`config.mk`:
```
export PLATFORM = sky130hd
export DESIGN_NAME = trilin_unit
export DESIGN_NICKNAME = d
export VERILOG_FILES = /design/src/rtl/trilin_pkg.sv /design/src/rtl/trilin_ctrl.sv /design/src/rtl/trilin_datapath.sv /design/src/rtl/trilin_unit.sv
export SDC_FILE = /design/constraint.sdc
export NUM_CORES = 2
export LEC_CHECK = 0
export CAP_MARGIN = 5
export CORE_MARGIN = 3
export CORE_UTILIZATION = 50
export CTS_CLUSTER_DIAMETER = 100
export DETAILED_ROUTE_END_ITERATION = 6
export PLACE_DENSITY = 0.65
export SETUP_SLACK_MARGIN = 0.3
export SLEW_MARGIN = 20
export SYNTH_ARGS = -nofsm -noshare
export SYNTH_HDL_FRONTEND = slang
export SYNTH_SLANG_ARGS = --single-unit
```
`constraint.sdc`:
```
create_clock -name clk -period 9.2 [get_ports clk]
set_input_delay 1.38 -clock clk [delete_from_list [all_inputs] [get_ports clk]]
set_output_delay 1.38 -clock clk [all_outputs]
set_load 0.02 [all_outputs]
```
`src/rtl/trilin_pkg.sv`:
```
package trilin_pkg;
  localparam int VOX_W  = 8;
  localparam int FRAC_W = 8;

  typedef struct packed {
    logic push;   // voxel accepted: advance stores
    logic emit;   // accepted voxel closes a complete cell
  } tlStrobe_t;

  // a + floor(((b - a) * w + half) / 2^FRAC_W)
  function automatic logic [VOX_W-1:0] lerpVox(input logic [VOX_W-1:0] a,
                                                input logic [VOX_W-1:0] b,
                                                input logic [FRAC_W-1:0] w);
    logic signed [VOX_W+1:0]        diff;
    logic signed [VOX_W+FRAC_W+2:0] prod;
    logic signed [VOX_W+FRAC_W+2:0] step;
    diff = $signed({2'b00, b}) - $signed({2'b00, a});
    prod = diff * $signed({1'b0, w});
    prod = prod + $signed((VOX_W+FRAC_W+3)'(1) <<< (FRAC_W - 1));
    step = prod >>> FRAC_W;
    return VOX_W'(a + step[VOX_W-1:0]);
  endfunction
endpackage

```
`src/rtl/trilin_ctrl.sv`:
```
module trilin_ctrl
  import trilin_pkg::*;
#(
  parameter int N = 8
) (
  input  logic      clk,
  input  logic      rst,
  input  logic      inValid,
  input  logic      inStart,
  output tlStrobe_t strobe
);
  localparam int CW = (N > 2) ? $clog2(N) : 1;
  localparam logic [CW-1:0] LAST = CW'(N - 1);

  logic [CW-1:0] xCnt, yCnt;
  logic          deepCnt;
  logic [CW-1:0] curX, curY;
  logic          curDeep, lastX, lastY;

  always_comb begin
    curX    = inStart ? '0 : xCnt;
    curY    = inStart ? '0 : yCnt;
    curDeep = inStart ? 1'b0 : deepCnt;
    lastX   = (curX == LAST);
    lastY   = (curY == LAST);
    strobe.push = inValid;
    strobe.emit = inValid && (curX != '0) && (curY != '0) && curDeep;
  end

  always_ff @(posedge clk) begin
    if (rst) begin
      xCnt    <= '0;
      yCnt    <= '0;
      deepCnt <= 1'b0;
    end else if (inValid) begin
      xCnt <= lastX ? '0 : curX + 1'b1;
      if (lastX) yCnt <= lastY ? '0 : curY + 1'b1;
      else       yCnt <= curY;
      deepCnt <= (lastX && lastY) ? 1'b1 : curDeep;
    end
  end

  AST_POS_HOLD: assert property (@(posedge clk) disable iff (rst)
    !inValid |=> $stable(xCnt) && $stable(yCnt) && $stable(deepCnt));
  AST_POS_RANGE: assert property (@(posedge clk) disable iff (rst)
    xCnt <= LAST && yCnt <= LAST);
endmodule

```
`src/rtl/trilin_datapath.sv`:
```
module trilin_datapath
  import trilin_pkg::*;
#(
  parameter int N     = 8,
  parameter int TAG_W = 13
) (
  input  logic              clk,
  input  logic              rst,
  input  tlStrobe_t         strobe,
  input  logic [VOX_W-1:0]  inVoxel,
  input  logic [FRAC_W-1:0] inWx,
  input  logic [FRAC_W-1:0] inWy,
  input  logic [FRAC_W-1:0] inWz,
  input  logic [TAG_W-1:0]  inTag,
  output logic              outValid,
  output logic [VOX_W-1:0]  outSample,
  output logic [TAG_W-1:0]  outTag
);
  localparam int PLANE = N * N;
  localparam int PW    = (PLANE > 2) ? $clog2(PLANE) : 1;
  localparam int CHAIN = N + 1;
  localparam int NX    = 4;
  localparam int NY    = 2;

  // plane store: replays the voxel exactly one slice back
  logic [VOX_W-1:0] planeMem [PLANE];
  logic [PW-1:0]    planePtr;
  logic [VOX_W-1:0] planeOut;

  assign planeOut = planeMem[planePtr];

  always_ff @(posedge clk) begin
    if (strobe.push) planeMem[planePtr] <= inVoxel;
  end

  always_ff @(posedge clk) begin
    if (rst) planePtr <= '0;
    else if (strobe.push)
      planePtr <= (planePtr == PW'(PLANE - 1)) ? '0 : planePtr + 1'b1;
  end

  // neighbour chains for the current and the replayed slice
  logic [VOX_W-1:0] curChain  [CHAIN];
  logic [VOX_W-1:0] prevChain [CHAIN];

  always_ff @(posedge clk) begin
    if (strobe.push) begin
      curChain[0]  <= inVoxel;
      prevChain[0] <= planeOut;
    end
  end

  genvar k;
  generate
    for (k = 1; k < CHAIN; k++) begin : g_chain
      always_ff @(posedge clk) begin
        if (strobe.push) begin
          curChain[k]  <= curChain[k-1];
          prevChain[k] <= prevChain[k-1];
        end
      end
    end
  endgenerate

  // corner index {z,y,x}; 1 = far position
  logic [VOX_W-1:0] cornerIn [8];
  always_comb begin
    cornerIn[7] = inVoxel;
    cornerIn[6] = curChain[0];
    cornerIn[5] = curChain[N-1];
    cornerIn[4] = curChain[N];
    cornerIn[3] = planeOut;
    cornerIn[2] = prevChain[0];
    cornerIn[1] = prevChain[N-1];
    cornerIn[0] = prevChain[N];
  end

  // stage 0: corners and weights
  logic              s0Valid;
  logic [VOX_W-1:0]  s0Corner [8];
  logic [FRAC_W-1:0] s0Wx, s0Wy, s0Wz;
  logic [TAG_W-1:0]  s0Tag;

  always_ff @(posedge clk) begin
    if (rst) s0Valid <= 1'b0;
    else     s0Valid <= strobe.emit;
    s0Corner <= cornerIn;
    s0Wx     <= inWx;
    s0Wy     <= inWy;
    s0Wz     <= inWz;
    s0Tag    <= inTag;
  end

  // stage 1: four X blends
  logic              s1Valid;
  logic [VOX_W-1:0]  s1X [NX];
  logic [FRAC_W-1:0] s1Wy, s1Wz;
  logic [TAG_W-1:0]  s1Tag;

  genvar i;
  generate
    for (i = 0; i < NX; i++) begin : g_xblend
      always_ff @(posedge clk) begin
        s1X[i] <= lerpVox(s0Corner[2*i], s0Corner[2*i+1], s0Wx);
      end
    end
  endgenerate

  always_ff @(posedge clk) begin
    if (rst) s1Valid <= 1'b0;
    else     s1Valid <= s0Valid;
    s1Wy  <= s0Wy;
    s1Wz  <= s0Wz;
    s1Tag <= s0Tag;
  end

  // stage 2: two Y blends
  logic              s2Valid;
  logic [VOX_W-1:0]  s2Y [NY];
  logic [FRAC_W-1:0] s2Wz;
  logic [TAG_W-1:0]  s2Tag;

  genvar j;
  generate
    for (j = 0; j < NY; j++) begin : g_yblend
      always_ff @(posedge clk) begin
        s2Y[j] <= lerpVox(s1X[2*j], s1X[2*j+1], s1Wy);
      end
    end
  endgenerate

  always_ff @(posedge clk) begin
    if (rst) s2Valid <= 1'b0;
    else     s2Valid <= s1Valid;
    s2Wz  <= s1Wz;
    s2Tag <= s1Tag;
  end

  // stage 3: Z blend
  always_ff @(posedge clk) begin
    if (rst) outValid <= 1'b0;
    else     outValid <= s2Valid;
    outSample <= lerpVox(s2Y[0], s2Y[1], s2Wz);
    outTag    <= s2Tag;
  end

  AST_XBLEND_BOUNDED: assert property (@(posedge clk) disable iff (rst)
    s1Valid |-> ((s1X[0] >= $past(s0Corner[0]) && s1X[0] <= $past(s0Corner[1])) ||
                 (s1X[0] <= $past(s0Corner[0]) && s1X[0] >= $past(s0Corner[1]))));
  AST_ZBLEND_BOUNDED: assert property (@(posedge clk) disable iff (rst)
    outValid |-> ((outSample >= $past(s2Y[0]) && outSample <= $past(s2Y[1])) ||
                  (outSample <= $past(s2Y[0]) && outSample >= $past(s2Y[1]))));
endmodule

```
`src/rtl/trilin_unit.sv`:
```
module trilin_unit
  import trilin_pkg::*;
#(
  parameter int N     = 8,
  parameter int TAG_W = 13
) (
  input  logic              clk,
  input  logic              rst,
  input  logic              inValid,
  input  logic              inStart,
  input  logic [VOX_W-1:0]  inVoxel,
  input  logic [FRAC_W-1:0] inWx,
  input  logic [FRAC_W-1:0] inWy,
  input  logic [FRAC_W-1:0] inWz,
  input  logic [TAG_W-1:0]  inTag,
  output logic              outValid,
  output logic [VOX_W-1:0]  outSample,
  output logic [TAG_W-1:0]  outTag
);
  tlStrobe_t strobe;

  trilin_ctrl #(.N(N)) u_ctrl (
    .clk     (clk),
    .rst     (rst),
    .inValid (inValid),
    .inStart (inStart),
    .strobe  (strobe)
  );

  trilin_datapath #(.N(N), .TAG_W(TAG_W)) u_dp (
    .clk       (clk),
    .rst       (rst),
    .strobe    (strobe),
    .inVoxel   (inVoxel),
    .inWx      (inWx),
    .inWy      (inWy),
    .inWz      (inWz),
    .inTag     (inTag),
    .outValid  (outValid),
    .outSample (outSample),
    .outTag    (outTag)
  );

  AST_FIXED_LATENCY: assert property (@(posedge clk) disable iff (rst)
    outValid |-> $past(inValid, 4));
  AST_TAG_ALIGNED: assert property (@(posedge clk) disable iff (rst)
    outValid |-> outTag == $past(inTag, 4));
  AST_START_SILENT: assert property (@(posedge clk) disable iff (rst)
    inValid && inStart |-> ##4 !outValid);
  AST_IDLE_SILENT: assert property (@(posedge clk) disable iff (rst)
    !inValid |-> ##4 !outValid);
endmodule

```
==> flow_metrics.tcl <==
set metrics [dict create \
    fp.dieH_um 322.8 \
    synthTopCellsByArea "edfxtp_1 39%, fa_1 16%, dfxtp_1 9.7%" \
    finalHoldViolCount 0 \
    cts_tree "done" \
    viasPerCell 5.293 \
    ys_seq_elements 899 \
    dieArea_um2 104200 \
    grt_pass1_vias 28620 \
    synth_top_cell_by_area "edfxtp_1" \
    gr-total-overflow 0 \
    clk_pin_slew_ns 0.07 \
    end_kind "flop" \
    grtUsageTotal 0.1959 \
    final_cell_area_um2 55640 \
    hold_path.class "reg2reg" \
    layout_common_cells "656 x edfxtp_1, 510 x inv_1, 399 x fa_1" \
    drv_cap 0 \
    routed_wl_mm 97.66 \
    final_common_cell "edfxtp_1" \
    vias 27150 \
    drive_gt1_frac 0.09891 \
    syn_nets 4451 \
    fin_tns_setup_ns 0 \
    cp_slowest_stage_delay_ns 0.52 \
    grt_max_degree 71 \
    synth_top_area_frac 0.3926 \
    period_needed_ns 8.115 \
    first_iter_violations 1622 \
    postPlaceCellArea_um2 52360 \
    htreeDepth 3 \
    cts_resized 0 \
    cts_buffer_depth 3 \
    detail_route.first_pass.iterations 5 \
    dp.final_hpwl_mm 68.62 \
    critical_path_class "reg2reg" \
    cts.sink_count 899 \
    die_w_um 322.8 \
    fp-row-count 115 \
    post_drt_wl_per_cell_um 19.04 \
    fill_cells 8043 \
    coreArea_um2 98990 \
    antenna_cells 0 \
    crit_fanout 8 \
    synth.distinct_cells 63 \
    cp_common_cell "fa_1" \
    slowest_stage "fa_1" \
    syn2layout_area_growth_pct 10.91 \
    clockRootBuffer "clkbuf_16" \
    cp-start-kind "flop" \
    design.final.nets 4558 \
    slew_viol_final 0 \
    slew_headroom 0.3069 \
    port_buffers 70 \
    io_pins 71 \
    ys_seq_area_frac 0.4896 \
    postSynthAreaPerCell_um2 13.73 \
    fin_crit_sh 0.8821 \
    antenna_found_initial 0 \
    setup_violations 0 \
    gp_congestion 0.8093 \
    hold-worst-slack_ns 0.3212 \
    critical_path_required_ns 9.74 \
    start_util 0.5068 \
    drc 0 \
    max_freq_mhz 123.2 \
    synthFlopType "edfxtp_1" \
    cts_inserted_buffers 94 \
    clk_latency_ns 0.67 \
    syn-cell-area_um2 50170 \
    tightestPinTransition_ns 1.036 \
    netlist_instances 3653 \
    rsz0062_at_grt "no" \
    ys_warn_count 0 \
    grt_first_pass_wirelength_mm 158.1 \
    postCtsSetupRepairBufs 0 \
    synth-async-reset-ratio 0 \
    status "finished, final reports clean" \
    ant_nets 0 \
    synth_edf_count 656 \
    clock_skew_ns 0.05746 \
    arrival_ns 8.66 \
    hold_buffers 0 \
]
-- sequential cells by signal, indices dropped and copies added, names as in the netlist, 13 cells and up, named ones only --
signal	flops
u_dp.curChain	72
u_dp.prevChain	72
u_dp.s0Corner	64
u_dp.s1Tag	13
u_dp.planeMem	512
u_dp.s1X	32
u_dp.s2Tag	13
u_dp.s2Y	16
u_dp.s0Tag	13
u_dp.outTag	13
-- worst max-delay path, delay by kind of cell (launching register included) --
family,cells,cell delay (ns)
DFF,1,0.38
buffers and inverters,4,0.25
adders and majority gates,8,3.22
and+or+nand+nor,5,0.81
AOI/OAI and AO/OA,8,2.11
xor gates and xnor gates,4,1.22
-- synthesized netlist by cell type, types with 5 or more instances --
| library cell | n |
|---|---|
| nand2_1 | 273 |
| mux4_2 | 168 |
| edfxtp_1 | 656 |
| buf_1 | 7 |
| xnor2_1 | 130 |
| nand3_1 | 42 |
| o21bai_1 | 5 |
| and3_1 | 21 |
| and2_1 | 116 |
| nor2b_1 | 75 |
| a21boi_0 | 10 |
| clkbuf_1 | 79 |
| or3_1 | 14 |
| xor2_1 | 47 |
| o21ai_0 | 63 |
| nand4_1 | 6 |
| inv_1 | 510 |
| nor2_1 | 141 |
| o21ai_1 | 8 |
| nand2b_1 | 73 |
| dfxtp_1 | 243 |
| fa_1 | 399 |
| a21oi_1 | 72 |
| nor3_1 | 15 |
| o21a_1 | 15 |
| buf_2 | 11 |
| ha_1 | 350 |
| a21o_1 | 34 |
-- kinds of logic after synthesis --
family                   Yosys count  synth area share
XOR/XNOR                         181           0.03270
adder cells (fa/ha/maj)          749            0.2465
multiplexers                     171           0.07602
buffers and inverters            610           0.04614
AO/OA/AOI/OAI                    244           0.03045
flip-flops                       899            0.4896
AND/OR/NAND/NOR                  799           0.07858
-- final cells by class --
type | count | area [µm²] | area share
tap | 1287 | 1610 | 0.02894
clock buffer | 122 | 2591 | 0.04657
multi-input combinational | 2144 | 23290 | 0.4186
sequential | 899 | 24570 | 0.4416
timing repair buffer | 111 | 972.2 | 0.01747
inverter | 510 | 1914 | 0.03440
clock inverter | 56 | 691.9 | 0.01243
-- per-layer routing --
layer	up-vias	part of all wire	GRT usage
met4	0	0.032	0.06209
met1	13710	0.42	0.2581
met5	-	0	0
li1	12710	-	-
met3	163	0.049	0.03206
met2	564	0.50	0.3344
-- per-stage QoR --
step,worst slack [ns],utilization,std cells
global route,0.6025,0.5621,5129
finish,1.085,0.5621,5129
global placement,1.231,0.5289,4951
CTS,1.073,0.5621,5129
detailed placement,1.130,0.5289,4951
floorplan,1.732,-,3653
-- worst paths after layout --
kind	start	endpoint	slack [ns]	depth (start not counted)
hold / removal	u_dp.s2Tag[5]	u_dp.outTag[5]	0.32	0
setup reg to reg	u_dp.s0Corner[41]	u_dp.s1X[1][7]	1.09	29
setup / recovery	u_dp.s0Corner[41]	u_dp.s1X[1][7]	1.09	29
hold reg to reg	u_dp.s2Tag[5]	u_dp.outTag[5]	0.32	0
Power is left out: the tool's default activity adds up to more than one toggle a clock period on the data nets, which glitch-free logic cannot reach.
